<file path="src/rtl/xseq_pkg.sv">
package xseq_pkg;
  localparam int FIELD_W = 11;
  localparam int CNT_W   = FIELD_W + 1;
  localparam int WORD_W  = 16;
  localparam int BYTE_W  = 8;

  typedef logic [CNT_W-1:0]  cnt_t;
  typedef logic [WORD_W-1:0] word_t;
  typedef logic [BYTE_W-1:0] byte_t;

  // Stored value is the programmed field plus one.
  function automatic cnt_t field_to_cnt(input word_t d);
    return cnt_t'(d[FIELD_W-1:0]) + cnt_t'(1);
  endfunction
endpackage

</file>
<file path="src/rtl/xseq_fifo.sv">
module xseq_fifo
  import xseq_pkg::*;
#(
  parameter int DEPTH = 32,
  localparam int AW = $clog2(DEPTH),
  localparam int LW = $clog2(DEPTH + 1)
) (
  input  logic          clk,
  input  logic          rst_n,
  input  logic          flush,
  input  logic          push,
  input  word_t         push_data,
  input  logic          pop,
  output word_t         head,
  output logic [LW-1:0] level
);
  word_t          mem [DEPTH];
  logic [AW-1:0]  wr_ptr, rd_ptr;

  function automatic logic [AW-1:0] nxt(input logic [AW-1:0] p);
    return (p == AW'(DEPTH - 1)) ? '0 : p + AW'(1);
  endfunction

  logic do_push, do_pop;
  assign do_push = push && (level != LW'(DEPTH));
  assign do_pop  = pop && (level != '0);
  assign head    = mem[rd_ptr];

  always_ff @(posedge clk) begin
    if (do_push && !flush) mem[wr_ptr] <= push_data;
  end

  always_ff @(posedge clk or negedge rst_n) begin
    if (!rst_n) begin
      wr_ptr <= '0;
      rd_ptr <= '0;
      level  <= '0;
    end else if (flush) begin
      wr_ptr <= '0;
      rd_ptr <= '0;
      level  <= '0;
    end else begin
      if (do_push) wr_ptr <= nxt(wr_ptr);
      if (do_pop)  rd_ptr <= nxt(rd_ptr);
      case ({do_push, do_pop})
        2'b10:   level <= level + LW'(1);
        2'b01:   level <= level - LW'(1);
        default: level <= level;
      endcase
    end
  end
endmodule

</file>
<file path="src/rtl/xseq_engine.sv">
module xseq_engine
  import xseq_pkg::*;
#(
  parameter int DEPTH = 32,
  localparam int AW = $clog2(DEPTH),
  localparam int LW = $clog2(DEPTH + 1)
) (
  input  logic          clk,
  input  logic          rst_n,
  input  logic          len_we,
  input  logic          cnt_we,
  input  word_t         cfg_data,
  input  logic          cmd_go,
  input  logic          cmd_xfer,
  input  logic          cmd_rd,
  input  logic [AW-1:0] af_level,
  input  logic [LW-1:0] fifo_level,
  input  word_t         fifo_head,
  input  logic          in_valid,
  input  byte_t         in_data,
  output logic          in_ready,
  output logic          out_valid,
  output byte_t         out_data,
  input  logic          out_ready,
  output logic          push,
  output word_t         push_data,
  output logic          pop,
  output logic          flush,
  output logic          busy,
  output logic          dir_rd,
  output cnt_t          len_cnt,
  output cnt_t          blk_cnt,
  output logic          done
);
  cnt_t  len_reg, cnt_reg;
  logic  hi_phase;
  byte_t lo_hold;

  logic beat_rd, beat_wr, beat, last_byte, room;
  assign room      = fifo_level <= LW'(af_level);
  assign in_ready  = busy && dir_rd && (hi_phase || room);
  assign out_valid = busy && !dir_rd && (fifo_level != '0);
  assign out_data  = hi_phase ? fifo_head[15:8] : fifo_head[7:0];
  assign beat_rd   = in_valid && in_ready;
  assign beat_wr   = out_valid && out_ready;
  assign beat      = beat_rd || beat_wr;
  assign last_byte = (len_cnt == cnt_t'(1));

  // A word completes on its high byte or on the final byte of a block.
  assign push      = beat_rd && (hi_phase || last_byte);
  assign push_data = hi_phase ? {in_data, lo_hold} : {8'h00, in_data};
  assign pop       = beat_wr && (hi_phase || last_byte);
  assign flush     = cmd_go && cmd_xfer;

  cnt_t new_len, new_cnt;
  assign new_len = field_to_cnt(cfg_data);
  assign new_cnt = field_to_cnt(cfg_data);

  always_ff @(posedge clk or negedge rst_n) begin
    if (!rst_n) begin
      len_reg  <= '0;
      cnt_reg  <= '0;
      len_cnt  <= '0;
      blk_cnt  <= '0;
      hi_phase <= 1'b0;
      lo_hold  <= '0;
      busy     <= 1'b0;
      dir_rd   <= 1'b0;
      done     <= 1'b0;
    end else begin
      done <= 1'b0;
      if (beat) begin
        if (beat_rd && !hi_phase) lo_hold <= in_data;
        if (last_byte) begin
          len_cnt  <= len_reg;
          hi_phase <= 1'b0;
          if (blk_cnt == cnt_t'(1)) begin
            blk_cnt <= cnt_reg;
            busy    <= 1'b0;
            done    <= 1'b1;
          end else begin
            blk_cnt <= blk_cnt - cnt_t'(1);
          end
        end else begin
          len_cnt  <= len_cnt - cnt_t'(1);
          hi_phase <= !hi_phase;
        end
      end
      if (cmd_go) begin
        if (cmd_xfer) begin
          busy     <= 1'b1;
          dir_rd   <= cmd_rd;
          hi_phase <= 1'b0;
        end else begin
          busy <= 1'b0;
        end
      end
      if (len_we) begin
        len_reg <= new_len;
        len_cnt <= new_len;
      end
      if (cnt_we) begin
        cnt_reg <= new_cnt;
        blk_cnt <= new_cnt;
        len_cnt <= len_we ? new_len : len_reg;
      end
    end
  end
endmodule

</file>
<file path="src/rtl/xfer_sequencer.sv">
module xfer_sequencer
  import xseq_pkg::*;
#(
  parameter int DEPTH = 32,
  localparam int AW = $clog2(DEPTH),
  localparam int LW = $clog2(DEPTH + 1)
) (
  input  logic              clk,
  input  logic              rst_n,
  input  logic              cfg_len_we,
  input  logic              cfg_cnt_we,
  input  logic [15:0]       cfg_data,
  input  logic              cmd_go,
  input  logic              cmd_xfer,
  input  logic              cmd_rd,
  input  logic [AW-1:0]     af_level,
  input  logic              host_wr_valid,
  output logic              host_wr_ready,
  input  logic [15:0]       host_wr_data,
  output logic              host_rd_valid,
  input  logic              host_rd_ready,
  output logic [15:0]       host_rd_data,
  input  logic              crd_in_valid,
  output logic              crd_in_ready,
  input  logic [7:0]        crd_in_data,
  output logic              crd_out_valid,
  input  logic              crd_out_ready,
  output logic [7:0]        crd_out_data,
  output logic              busy,
  output logic              xfer_done,
  output logic [CNT_W-1:0]  len_cnt,
  output logic [CNT_W-1:0]  blk_cnt
);
  logic [LW-1:0] fifo_level;
  word_t         fifo_head, eng_push_data;
  logic          eng_push, eng_pop, flush, dir_rd;
  logic          host_push, host_pop;

  assign host_wr_ready = (fifo_level != LW'(DEPTH)) && !(busy && dir_rd);
  assign host_rd_valid = (fifo_level != '0) && !(busy && !dir_rd);
  assign host_rd_data  = fifo_head;
  assign host_push     = host_wr_valid && host_wr_ready;
  assign host_pop      = host_rd_valid && host_rd_ready;

  xseq_engine #(.DEPTH(DEPTH)) u_eng (
    .clk(clk), .rst_n(rst_n),
    .len_we(cfg_len_we), .cnt_we(cfg_cnt_we), .cfg_data(cfg_data),
    .cmd_go(cmd_go), .cmd_xfer(cmd_xfer), .cmd_rd(cmd_rd),
    .af_level(af_level), .fifo_level(fifo_level), .fifo_head(fifo_head),
    .in_valid(crd_in_valid), .in_data(crd_in_data), .in_ready(crd_in_ready),
    .out_valid(crd_out_valid), .out_data(crd_out_data), .out_ready(crd_out_ready),
    .push(eng_push), .push_data(eng_push_data), .pop(eng_pop), .flush(flush),
    .busy(busy), .dir_rd(dir_rd), .len_cnt(len_cnt), .blk_cnt(blk_cnt),
    .done(xfer_done)
  );

  xseq_fifo #(.DEPTH(DEPTH)) u_fifo (
    .clk(clk), .rst_n(rst_n), .flush(flush),
    .push(eng_push || host_push),
    .push_data(eng_push ? eng_push_data : host_wr_data),
    .pop(eng_pop || host_pop),
    .head(fifo_head), .level(fifo_level)
  );
endmodule

</file>
<file path="config.mk">
export PLATFORM = sky130hd
export DESIGN_NAME = xfer_sequencer
export DESIGN_NICKNAME = d
export VERILOG_FILES = /design/src/rtl/xseq_pkg.sv /design/src/rtl/xseq_fifo.sv /design/src/rtl/xseq_engine.sv /design/src/rtl/xfer_sequencer.sv
export SDC_FILE = /design/constraint.sdc
export NUM_CORES = 1
export LEC_CHECK = 0
export ABC_CLOCK_PERIOD_IN_PS = 11700
export BUFFER_PORTS_ARGS = -buffer_cell sky130_fd_sc_hd__clkbuf_2
export CORE_MARGIN = 5
export CORE_UTILIZATION = 40
export DETAILED_ROUTE_END_ITERATION = 16
export HOLD_SLACK_MARGIN = 0.15
export PLACE_DENSITY_LB_ADDON = 0.3
export SLEW_MARGIN = 20
export SYNTH_ARGS = -nofsm -noshare
export SYNTH_HDL_FRONTEND = slang
export SYNTH_SLANG_ARGS = --single-unit
</file>
<file path="constraint.sdc">
create_clock -name clk -period 11.7 [get_ports clk]
set_clock_uncertainty 0.1 [all_clocks]
set_input_delay 0.585 -clock clk [delete_from_list [all_inputs] [get_ports clk]]
set_output_delay 0.585 -clock clk [all_outputs]
set_load 0.02 [all_outputs]
</file>
# Word level (Yosys, flattened, before mapping)
# Memory sizes are Yosys's and may differ from the RTL's.
# Index checks and enable logic that the tools add are counted.
# op_classes
n_eq_ne,7
reduce_logical,41
n_addsub,7
mux,34
order_cmp,1
# op_table
op,n
12-bit two-way mux,9
16-bit two-way mux,2
5-bit two-way mux,6
"12-bit by 1-bit equality test with 1-bit output, second input constant",2
"12-bit by 1-bit subtractor with 12-bit output, second input constant",2
1-bit logical AND,17
1-bit two-way mux,14
2-bit nonzero test,7
"11-bit by 1-bit adder with 12-bit output, second input constant",1
6-bit one-hot mux with 2 select lines,1
"5-bit by 1-bit adder with 5-bit output, second input constant",2
"5-bit equality test, second input constant",2
8-bit two-way mux,1
"6-bit by 1-bit adder with 6-bit output, second input constant",1
6-bit by 5-bit <= comparator with 1-bit output,1
6-bit two-way mux,1
"6-bit inequality test, second input constant",1
2-bit AND reduction,3
3-bit nonzero test,2
6-bit nonzero test,1
"6-bit by 1-bit subtractor with 6-bit output, second input constant",1
1-bit zero test,5
1-bit logical OR,5
3-bit AND reduction,1
other kinds (2),2
# totals
mem_bits_rw,512
output_inout_bits,54
regBits,76
memories,1
elab_cells,103
in_bits,56
# mem_list
memory,words,width,read_ports,rd_ports_with_merged_regs,write_ports,line_no,rtl
u_fifo.mem,32,16,1,0,1,xseq_fifo.sv:17,word_t mem [DEPTH];

# Logic depth before layout (Yosys ltp)
# logic_depth
ltp_word,10
mapped_depth,16
depth_no_buf,15

# Hierarchy
# A second synthesis with hierarchy kept.
# hier_totals
cells_unflattened,1357
area_unflattened_um2,24883.9
# modules_own_cells
module,instances,area_each_um2,seq_area_each_um2,cells_each
xseq_fifo,1,20726.1,15775.1,910
xseq_engine,1,3813.7,1501.4,415
xfer_sequencer,1,344.1,0.0,32

# Worst setup path before layout
# Ideal clock, no wire load.
# synth_path
kind,register to register
from,register u_eng.len_cnt[2]
to,"memory u_fifo.mem[0][6] in the netlist's numbering, data pin"
n_path_buf,3
setup_slack_ns,7.487
stages_incl_launch_ff,8
required_time_ns,11.146
period_less_slack_ns,4.213
arrival_time_ns,3.659
setup_time_ns,0.454
cell_sequence,dfrtp_1 or4_1 buf_2 o41a_1 or3_1 clkbuf_1 clkbuf_1 o21ai_0
# synth_between
elab_chain_cells,4
# synth_rtl
element,line_no,rtl
from (decl),xseq_engine.sv:31,"output cnt_t len_cnt,"
from (signal assigned),xseq_engine.sv:75,len_cnt <= len_reg;
from (signal assigned),xseq_engine.sv:85,len_cnt <= len_cnt - cnt_t'(1);
from (signal assigned),xseq_engine.sv:100,len_cnt <= new_len;
12-bit by 1-bit equality test with 1-bit output,xseq_engine.sv:47,assign last_byte = (len_cnt == cnt_t'(1));
1-bit logical OR,xseq_engine.sv:50,assign push = beat_rd && (hi_phase || last_byte);
1-bit logical AND,xseq_engine.sv:50,
16-bit two-way mux,xfer_sequencer.sv:60,".push_data(eng_push ? eng_push_data : host_wr_data),"
via u_fifo.push_data[6],xseq_fifo.sv:12,"input word_t push_data,"
to (decl),xseq_fifo.sv:17,
# The timed path passes the listed nets, and every way through them passes these cells.

# Worst setup path after layout
# layout_path
from,register u_fifo.rd_ptr[1]
to,output crd_out_data[6]
# layout_between
elab_chain_cells,2
# layout_rtl
element,line_no,rtl
from (decl),xseq_fifo.sv:18,"logic [AW-1:0] wr_ptr, rd_ptr;"
from (signal assigned),xseq_fifo.sv:44,if (do_pop) rd_ptr <= nxt(rd_ptr);
memory 32 x 16 bit,-,
8-bit two-way mux,xseq_engine.sv:43,assign out_data = hi_phase ? fifo_head[15:8] : fifo_head[7:0];
to (decl),xfer_sequencer.sv:28,"output logic [7:0] crd_out_data,"
# No other way between the ends.

==> impl_metrics.tcl <==
set metrics [dict create \
    path_max_fanout 62 \
    cap_violations 0 \
    crit_arrival_ps 4640 \
    reg2reg_to "u_fifo.level[5]$_DFFE_PN0P_" \
    vias 12734 \
    hold_path.class "in -> reg" \
    via_per_inst 5.50 \
    root_buffer "clkbuf_16" \
    synth_top_family_by_area "multiplexers" \
    yosysTopAreaCellShare 0.630 \
    postRouteWirelength_um 56500 \
    ys.warnings.count 0 \
    grt_max_degree 66 \
    syn_area_um2 24400 \
    drt_pre_antenna_iters 5 \
    first_global_vias 13136 \
    p_comb_frac 0.237 \
    grt_pass1_wl_um 84800 \
    fin_tns_setup_ps 0 \
    relSlewSlack 0.302 \
    wire_per_inst_um 24.4 \
    startpoint_type "register" \
    setup_slack_ps 6370 \
    ys_seq_elements 588 \
    synthArstFlopShare 0.129 \
    synth.area.mux_share 0.174 \
    path_delay_family "buffers and inverters" \
    finalPower_w 0.00559 \
    rows 90 \
    syn_inst 1334 \
    gp_congestion 0.768 \
    die_area_um2 66000 \
    period_share 0.455 \
    drcViolationCount 0 \
    dieHeight_um 257 \
    rr_startpoint "u_eng.hi_phase$_DFF_PN0_" \
    mostFrequentLayoutCells "edfxtp_1 (512), mux4_2 (160), clkbuf_2 (103)" \
    cp.depth 8 \
    reg2regPathDepth 13 \
    crit_start "u_fifo.rd_ptr[1]$_DFFE_PN0P_" \
    post-dp-hpwl_um 34200 \
    largest-register "u_fifo.mem" \
    yosys-top-cells-area "edfxtp_1 (63%), mux4_2 (15%), dfrtp_1 (7.8%), nor2_1 (1.7%), mux2_2 (1.6%)" \
    start_util 0.404 \
    synthXorXnorAreaFrac 0.00898 \
    hold_violations 0 \
    synth_top_area_cell "edfxtp_1" \
    first_iter_violations 1088 \
    yosysSeqAreaShare 0.708 \
    cts_buffers 58 \
    switchingPower_w 0.00160 \
    dpl-instance-area_um2 26100 \
    antenna_found_initial 0 \
    pwr-share-clk 0.315 \
    r2r_slack_ps 7090 \
    path_class "reg -> out" \
    path_cells "buf_4 > buf_4 > mux4_2 > mux4_2 > mux2_2 > nor2_1 > nor2_1 > clkbuf_2" \
    power_frac_seq 0.448 \
    drive_above_1_share 0.314 \
    slowest_delay_ps 800 \
    diodes 0 \
    clock_latency_ps 610 \
    clockBufferDepth 3 \
    slew_violations 0 \
    final_nets 1566 \
    portBuffers 104 \
    final-setup-viol-count 0 \
    status "finished, final reports clean" \
    crit_required_ps 11020 \
    ys_dominant_reg_cell "edfxtp_1" \
    synthSimpleGateAreaFrac 0.0490 \
    cp_num_buf_inv 3 \
    synthDistinctLibCells 64 \
    vdd_ir_drop_max_mv 0.134 \
    endpoint_kind "primary output" \
    h-tree-depth 2 \
    worst_path_max_delay_cell "buf_4" \
    period_needed_ps 5330 \
    cts_resized 0 \
    clkTransAtPathRegs_ps 60 \
    power_density_nw_per_um2 199 \
    hp-start "crd_in_data[6]" \
    largest_reg_flops 512 \
    syn_to_final_growth_pct 15.0 \
    max_freq_mhz 188 \
    ios 110 \
    syn_area_per_cell_um2 18.3 \
    cts_sinks 588 \
    synth_edf_count 512 \
    fin_area_um2 28100 \
    endpoint "crd_out_data[6]" \
    track_usage 0.170 \
    place_ws_ps 6910 \
    postRouteAntennaNets 0 \
    synth_adder_area_share 0.0116 \
    p_leak_nw 9.27 \
    grt_overflow 0 \
    cts_tree "yes" \
    die_w_um 257 \
    power.internal_w 0.00399 \
    max_slew.worst_pin.slew_ps 1050 \
    synth_compound_area_frac 0.0331 \
    core_um2 60400 \
    p_sw_frac 0.286 \
    syn-num-nets 1412 \
    rsz0062_at_grt "false" \
    final_common_cell "edfxtp_1" \
]
==> power by group through the flow <==
stage | Combinational (W) | Clock (W) | Sequential, W
3_3_place_gp | 0.00133 | 0 | 0.00255
5_1_grt | 0.00143 | 0.00189 | 0.00252
4_1_cts | 0.00135 | 0.00180 | 0.00251
2_1_floorplan | 0.000973 | 0 | 0.00249
6_report | 0.00132 | 0.00176 | 0.00251
3_5_place_dp | 0.00134 | 0 | 0.00255
==> synth_stat cells (7+ instances only) <==
cell	instances
a22o_1	8
and3_1	7
buf_1	17
ha_1	21
mux4_2	160
nor3_1	13
nand2_1	57
nor2_1	113
clkbuf_1	46
mux2_2	34
xor2_1	11
edfxtp_1	512
xnor2_1	14
mux2i_1	26
nand3_1	11
a21oi_1	40
o21ai_0	44
or4_1	7
dfrtp_1	76
inv_1	23
==> what timing repair did <==
item | CTS | global route
buffers inserted | 0 | 0
hold buffers | 11 | 0
endpoints found under the setup margin | 0 | 0
hold endpoints to repair | 21 | 0
==> layer usage <==
metal / share of wire / GRT usage
met5: 0 / 0
met4: 0.021 / 0.0413
met3: 0.059 / 0.0284
met2: 0.51 / 0.290
met1: 0.41 / 0.229
==> worst min path at each step <==
stage | end | cells past startpoint
5_1_grt | u_eng.lo_hold[6]$_DFFE_PN0P_ | 2
6_report | u_eng.lo_hold[6]$_DFFE_PN0P_ | 2
2_1_floorplan | u_eng.blk_cnt[0]$_DFFE_PN0P_ | 0
3_3_place_gp | u_eng.cnt_reg[9]$_DFFE_PN0P_ | 1
3_5_place_dp | u_eng.cnt_reg[9]$_DFFE_PN0P_ | 1
4_1_cts | u_eng.lo_hold[6]$_DFFE_PN0P_ | 2
==> metrics by stage <==
step                hold slack, ps  utilization  instances
floorplan                      189            -       1334
CTS                            151        0.464       2317
finish                         194        0.465       2317
global placement               329        0.432       2199
global route                   158        0.465       2317
detailed placement             335        0.433       2199
==> cell families after synthesis <==
group,after synthesis
compound gates,133
xor+xnor,25
fa+ha+maj,22
buf+inv,92
flops,588
mux,220
simple gates,254
==> layout make-up <==
type | count | area (um2)
fill | 5107 | 32300
clock inverter | 26 | 219
multi-input combinational | 654 | 6940
clock buffer | 81 | 1560
timing repair buffer | 161 | 978
tap | 782 | 978
inverter | 25 | 93.8
sequential | 588 | 17300
Note: power is estimated with default switching activity, not from simulation.
